## src/rtl/brt_pkg.sv

```systemverilog
package brt_pkg;

    typedef enum logic [1:0] {
        CNT_HOLD   = 2'd0,
        CNT_STEP   = 2'd1,
        CNT_WRITE  = 2'd2,
        CNT_RELOAD = 2'd3
    } cnt_op_e;

    typedef struct packed {
        logic rx_sel;
        logic tx_sel;
    } clk_sel_t;

    function automatic logic baud_mode_on(input clk_sel_t sel);
        return sel.rx_sel | sel.tx_sel;
    endfunction

    // reload beats a software write; a write beats a plain step
    function automatic cnt_op_e pick_cnt_op(input logic wrap, input logic wr,
                                            input logic step);
        if (wrap)      return CNT_RELOAD;
        else if (wr)   return CNT_WRITE;
        else if (step) return CNT_STEP;
        else           return CNT_HOLD;
    endfunction

endpackage

```

## src/rtl/brt_counter.sv

```systemverilog
module brt_counter
    import brt_pkg::*;
#(
    parameter int unsigned W = 16
) (
    input  logic         clk,
    input  logic         rst,
    input  logic         advance,
    input  logic         cnt_wr,
    input  logic [W-1:0] cnt_wdata,
    input  logic         rld_wr,
    input  logic [W-1:0] rld_wdata,
    output logic         wrap,
    output logic [W-1:0] cnt_q,
    output logic [W-1:0] rld_q
);
    localparam logic [W-1:0] ALL_ONES = {W{1'b1}};

    cnt_op_e op;

    assign wrap = advance && (cnt_q == ALL_ONES);
    assign op   = pick_cnt_op(wrap, cnt_wr, advance);

    always_ff @(posedge clk) begin
        if (rst) begin
            cnt_q <= '0;
        end else begin
            unique case (op)
                CNT_RELOAD: cnt_q <= rld_q;
                CNT_WRITE:  cnt_q <= cnt_wdata;
                CNT_STEP:   cnt_q <= cnt_q + 1'b1;
                default:    cnt_q <= cnt_q;
            endcase
        end
    end

    always_ff @(posedge clk) begin
        if (rst)         rld_q <= '0;
        else if (rld_wr) rld_q <= rld_wdata;
    end

    AST_RELOAD_ON_WRAP: assert property (@(posedge clk) disable iff (rst)
        (advance && cnt_q == ALL_ONES) |=> (cnt_q == $past(rld_q)));

    AST_STEP_ONE: assert property (@(posedge clk) disable iff (rst)
        (advance && !cnt_wr && cnt_q != ALL_ONES) |=> (cnt_q == $past(cnt_q) + 1'b1));

    AST_RELOAD_BEATS_WRITE: assert property (@(posedge clk) disable iff (rst)
        (advance && cnt_wr && cnt_q == ALL_ONES) |=> (cnt_q == $past(rld_q)));

    AST_IDLE_HOLD: assert property (@(posedge clk) disable iff (rst)
        (!advance && !cnt_wr) |=> $stable(cnt_q));

    AST_RLD_WRITE: assert property (@(posedge clk) disable iff (rst)
        rld_wr |=> (rld_q == $past(rld_wdata)));

endmodule

```

## src/rtl/brt_baud_div.sv

```systemverilog
module brt_baud_div #(
    parameter int unsigned DIV_LOG2 = 1
) (
    input  logic clk,
    input  logic rst,
    input  logic wrap,
    output logic baud_pulse
);
    generate
        if (DIV_LOG2 == 0) begin : g_nodiv
            always_ff @(posedge clk) begin
                if (rst) baud_pulse <= 1'b0;
                else     baud_pulse <= wrap;
            end
        end else begin : g_div
            logic [DIV_LOG2-1:0] phase;

            always_ff @(posedge clk) begin
                if (rst) begin
                    phase      <= '0;
                    baud_pulse <= 1'b0;
                end else begin
                    baud_pulse <= wrap && (phase == {DIV_LOG2{1'b1}});
                    if (wrap) phase <= phase + 1'b1;
                end
            end

            AST_BAUD_ONE_CYCLE: assert property (@(posedge clk) disable iff (rst)
                baud_pulse |=> !baud_pulse);

            AST_BAUD_FROM_WRAP: assert property (@(posedge clk) disable iff (rst)
                baud_pulse |-> $past(wrap));
        end
    endgenerate

endmodule

```

## src/rtl/brt_ext_edge.sv

```systemverilog
module brt_ext_edge #(
    parameter int unsigned SYNC_DEPTH = 2
) (
    input  logic clk,
    input  logic rst,
    input  logic pin,
    input  logic en,
    input  logic clr,
    output logic flag
);
    logic [SYNC_DEPTH-1:0] chain;
    logic                  prev;
    logic                  synced;
    logic                  fall;

    always_ff @(posedge clk) begin
        if (rst) chain <= '1;
        else     chain <= {chain[SYNC_DEPTH-2:0], pin};
    end

    assign synced = chain[SYNC_DEPTH-1];

    always_ff @(posedge clk) begin
        if (rst) prev <= 1'b1;
        else     prev <= synced;
    end

    assign fall = prev && !synced;

    always_ff @(posedge clk) begin
        if (rst)               flag <= 1'b0;
        else if (fall && en)   flag <= 1'b1;
        else if (clr)          flag <= 1'b0;
    end

    AST_FLAG_STICKY: assert property (@(posedge clk) disable iff (rst)
        (flag && !clr) |=> flag);

    AST_NO_SET_DISABLED: assert property (@(posedge clk) disable iff (rst)
        (!flag && !en) |=> !flag);

    AST_SET_BEATS_CLR: assert property (@(posedge clk) disable iff (rst)
        (fall && en) |=> flag);

endmodule

```

## src/rtl/baud_reload_timer.sv

```systemverilog
module baud_reload_timer
    import brt_pkg::*;
#(
    parameter int unsigned CNT_W      = 16,
    parameter int unsigned DIV_LOG2   = 1,
    parameter int unsigned SYNC_DEPTH = 2
) (
    input  logic             clk,
    input  logic             rst,
    input  logic             run_en,
    input  logic             tick,
    input  logic             rx_clk_sel,
    input  logic             tx_clk_sel,
    input  logic             cnt_wr,
    input  logic [CNT_W-1:0] cnt_wdata,
    input  logic             rld_wr,
    input  logic [CNT_W-1:0] rld_wdata,
    input  logic             ext_pin,
    input  logic             ext_en,
    input  logic             ext_flag_clr,
    output logic             baud_pulse,
    output logic             ext_flag,
    output logic [CNT_W-1:0] cnt_value,
    output logic [CNT_W-1:0] rld_value
);
    clk_sel_t sel;
    logic     mode_on;
    logic     advance;
    logic     wrap;

    assign sel     = '{rx_sel: rx_clk_sel, tx_sel: tx_clk_sel};
    assign mode_on = baud_mode_on(sel);
    assign advance = run_en && mode_on && tick;

    brt_counter #(.W(CNT_W)) u_cnt (
        .clk       (clk),
        .rst       (rst),
        .advance   (advance),
        .cnt_wr    (cnt_wr),
        .cnt_wdata (cnt_wdata),
        .rld_wr    (rld_wr),
        .rld_wdata (rld_wdata),
        .wrap      (wrap),
        .cnt_q     (cnt_value),
        .rld_q     (rld_value)
    );

    brt_baud_div #(.DIV_LOG2(DIV_LOG2)) u_div (
        .clk        (clk),
        .rst        (rst),
        .wrap       (wrap),
        .baud_pulse (baud_pulse)
    );

    brt_ext_edge #(.SYNC_DEPTH(SYNC_DEPTH)) u_ext (
        .clk  (clk),
        .rst  (rst),
        .pin  (ext_pin),
        .en   (ext_en),
        .clr  (ext_flag_clr),
        .flag (ext_flag)
    );

    AST_BAUD_NEEDS_MODE: assert property (@(posedge clk) disable iff (rst)
        $rose(baud_pulse) |-> $past(run_en && (rx_clk_sel || tx_clk_sel)));

endmodule

```

## config.mk

```make
export PLATFORM = sky130hd
export DESIGN_NAME = baud_reload_timer
export DESIGN_NICKNAME = d
export VERILOG_FILES = /design/src/rtl/brt_pkg.sv /design/src/rtl/brt_counter.sv /design/src/rtl/brt_baud_div.sv /design/src/rtl/brt_ext_edge.sv /design/src/rtl/baud_reload_timer.sv
export SDC_FILE = /design/constraint.sdc
export NUM_CORES = 1
export LEC_CHECK = 0
export ABC_AREA = 1
export BUFFER_PORTS_ARGS = -buffer_cell sky130_fd_sc_hd__buf_2
export CORE_ASPECT_RATIO = 1.75
export CORE_MARGIN = 3
export CORE_UTILIZATION = 45
export CTS_CLUSTER_SIZE = 16
export DETAILED_ROUTE_END_ITERATION = 7
export PLACE_DENSITY_LB_ADDON = 0.08
export SLEW_MARGIN = 20
export SYNTH_ARGS = -nofsm -noshare
export SYNTH_HDL_FRONTEND = slang
export SYNTH_SLANG_ARGS = --single-unit
```

## constraint.sdc

```tcl
create_clock -name clk -period 5.2 [get_ports clk]
set_input_delay 0.26 -clock clk [delete_from_list [all_inputs] [get_ports clk]]
set_output_delay 0.26 -clock clk [all_outputs]
set_load 0.02 [all_outputs]
```

==> impl_metrics.ini <==
[status]
outcome = finished clean

[cts]
ctsResizeCount = 0
clkLatencyLatePin_ps = 300
clock-sinks = 38
clockBufferDepth = 2
root_buffer = clkbuf_8
post_cts.repair.setup_buffers = 0
htreeDepth = 2
cts_hold_buf = 0
numCtsBuffers = 5
cts_tree = done
path_clk_slew_ps = 80

[grt]
antenna_found_initial = 0
grt_pass1_vias = 1949
grt_usage_pct = 20.31
grt_pass1_wl_mm = 8.852
grt_start_max_net_pins = 33
gr-total-overflow = 0

[route]
drc = 0
viasPerCell = 5.156
route.vias.total = 2212
wl_per_cell_um = 12.85
wl_mm = 5.511
first_pass_iters = 5
ant_nets = 0
first_iter_violations = 65

[finish]
drive_gt1_share_pct = 29.37
synthToLayoutAreaGrowth_pct = 23.34
diodes = 0
fin_area_um2 = 2599
num-fill-cells = 475
multi_input_comb_area_um2 = 1135
nNetsFinal = 424
register_area_um2 = 760.7

[worst_setup_path]
end_kind = flip-flop
cp_max_fo = 30
worstSetupPathType = flip-flop to flip-flop
start_kind = flip-flop
critPathArrivalTime_ps = 2870
worstPathRequired_ps = 5430

[synthesis]
syn_area_um2 = 2107
yosysUniqueCellTypes = 28
ys_ff_latch = 38
synth_fp_nets = 354
yosysSeqAreaShare_pct = 36.10
synthArstFlopShare_pct = 0
synth_top_cells_by_count = nand2_1 (57), a21oi_1 (39), dfxtp_1 (38), o21ai_0 (38), nor2_1 (31)
ys_warn_count = 0
synthFlopType = dfxtp_1
yosysTopAreaCell = dfxtp_1
synthTopCellsByArea = dfxtp_1 (36%), nand2_1 (10%), a21oi_1 (9.3%)
synth_edf_count = 0
syn_inst = 307
synth.most_common_cell = nand2_1
synth_top_area_share_pct = 36.10
syn-mean-instance-area_um2 = 6.863

[sta]
tightest_slew_ps = 889.0
fin_setup_tns_ps = 0
fin_skew_ps = 5.549
finalSetupViolations = 0
max_freq_ghz = 0.3782
drv_slew = 0
period_share_pct = 50.85
slew-limit-headroom_pct = 40.67
hold_viol_final = 0
rsz0062_at_grt = no
fin_crit_ps = 2644

[place]
io_buffers = 76
hpwl_mm = 4.099
placed_area_um2 = 2456
place.gp.congestion = 0.8919

[die]
core_um2 = 4444
start_util_pct = 47.41
die_area_um2 = 5572
io_pins = 77
rows = 32
fp.dieH_um = 96.52
die_w_um = 57.73

[hold_path]
min_path_type = primary input to flip-flop

[power_and_ir_drop]
powerDensity_nw_per_um2 = 305.4
worst_ir_drop_vdd_uv = 215.7
p_leak_nw = 1.202

[job]
drv_cap = 0
[layout make-up]
type,count,area share [%]
Clock buffer,6,3.178
Inverter,31,4.478
Multi-Input combinational cell,225,43.67
Clock inverter,2,2.311
Timing Repair Buffer,76,14.64
Tap cell,51,2.455
Sequential cell,38,29.27
[worst max-delay path, stage by stage, from the launching register on]
cell	delay, ps
dfxtp_1	410
ha_1	240
nand2_2	100
nor2_4	170
nand3_2	100
inv_2	70
nand2_2	70
inv_2	70
a21oi_1	60
ha_1	240
inv_1	650
o21ai_0	220
a21oi_2	160
[cells in the final DEF (no fill, tap or decap), drive strengths merged]
cell and n:
buf 76, nand2 62, o21ai 50, a21oi 45, dfxtp 38, nor2 38, inv 31, nand3 14
clkbuf 6, ha 4, or2 3, o21bai 3, nor3 2, nand4 2, bufinv 2, o32ai 1
a221o 1
[worst paths after layout]
| path | from | endpoint | slack [ps] | cells after the start |
|---|---|---|---|---|
| setup / recovery | u_cnt.cnt_q[1]$_SDFFE_PP0P_ | u_cnt.cnt_q[7]$_SDFFE_PP0P_ | 2560 | 12 |
| hold reg to reg | u_ext.chain[0]$_SDFF_PP1_ | u_ext.chain[1]$_SDFF_PP1_ | 430 | 1 |
| setup reg to reg | u_cnt.cnt_q[1]$_SDFFE_PP0P_ | u_cnt.cnt_q[7]$_SDFFE_PP0P_ | 2560 | 12 |
| hold / removal | ext_pin | u_ext.chain[0]$_SDFF_PP1_ | 150 | 2 |
[state kept, by name, indices dropped and copies added (netlist names)]
name,flops
u_cnt.cnt_q,16
u_cnt.rld_q,16
u_div.g_div.phase,1
u_ext.prev,1
u_ext.chain,2
u_div.baud_pulse,1
u_ext.flag,1
[power breakdown]
part	switching (mW)	leakage [nW]	internal [mW]
logic	0.0906	0.816	0.0535
clock network	0.111	0.0714	0.205
registers	0.0222	0.315	0.312
[per-stage QoR]
stage                     hold WS, ps  setup slack [ps]  std cells  utilization, %  power (mW)
after floorplan                 329.1              2822        307               -      0.4358
after global placement          407.8              2624        421           55.26      0.4841
after detailed placement        414.2              2534        421           55.26      0.4856
after global routing            149.1              2222        429           58.47      0.8282
after CTS                       148.0              2534        429           58.47      0.7990
final                           146.0              2556        429           58.47      0.7937
[routing by layer]
| layer | up-vias | global-route usage (%) | share of wire [%] | wire (um) |
|---|---|---|---|---|
| met1 | 976 | 24.47 | 42 | 2310 |
| met5 | - | 0 | 0 | 0 |
| met3 | 11 | 3.856 | 6.4 | 352 |
| met2 | 70 | 35.38 | 50 | 2751 |
| met4 | 0 | 7.350 | 1.7 | 96 |
| li1 | 1155 | - | - | - |
[logic make-up (layout without fill, tap and decap cells)]
family                   after synthesis  in the layout  share of synthesized area (%)
AND/OR/NAND/NOR                      121            121                          25.71
AO/OA/AOI/OAI                        100            100                          25.77
buffers and inverters                 44            115                          10.04
flip-flops                            38             38                          36.10
adder cells (fa/ha/maj)                4              4                          2.375
Note: power is estimated with default switching activity, not from simulation.
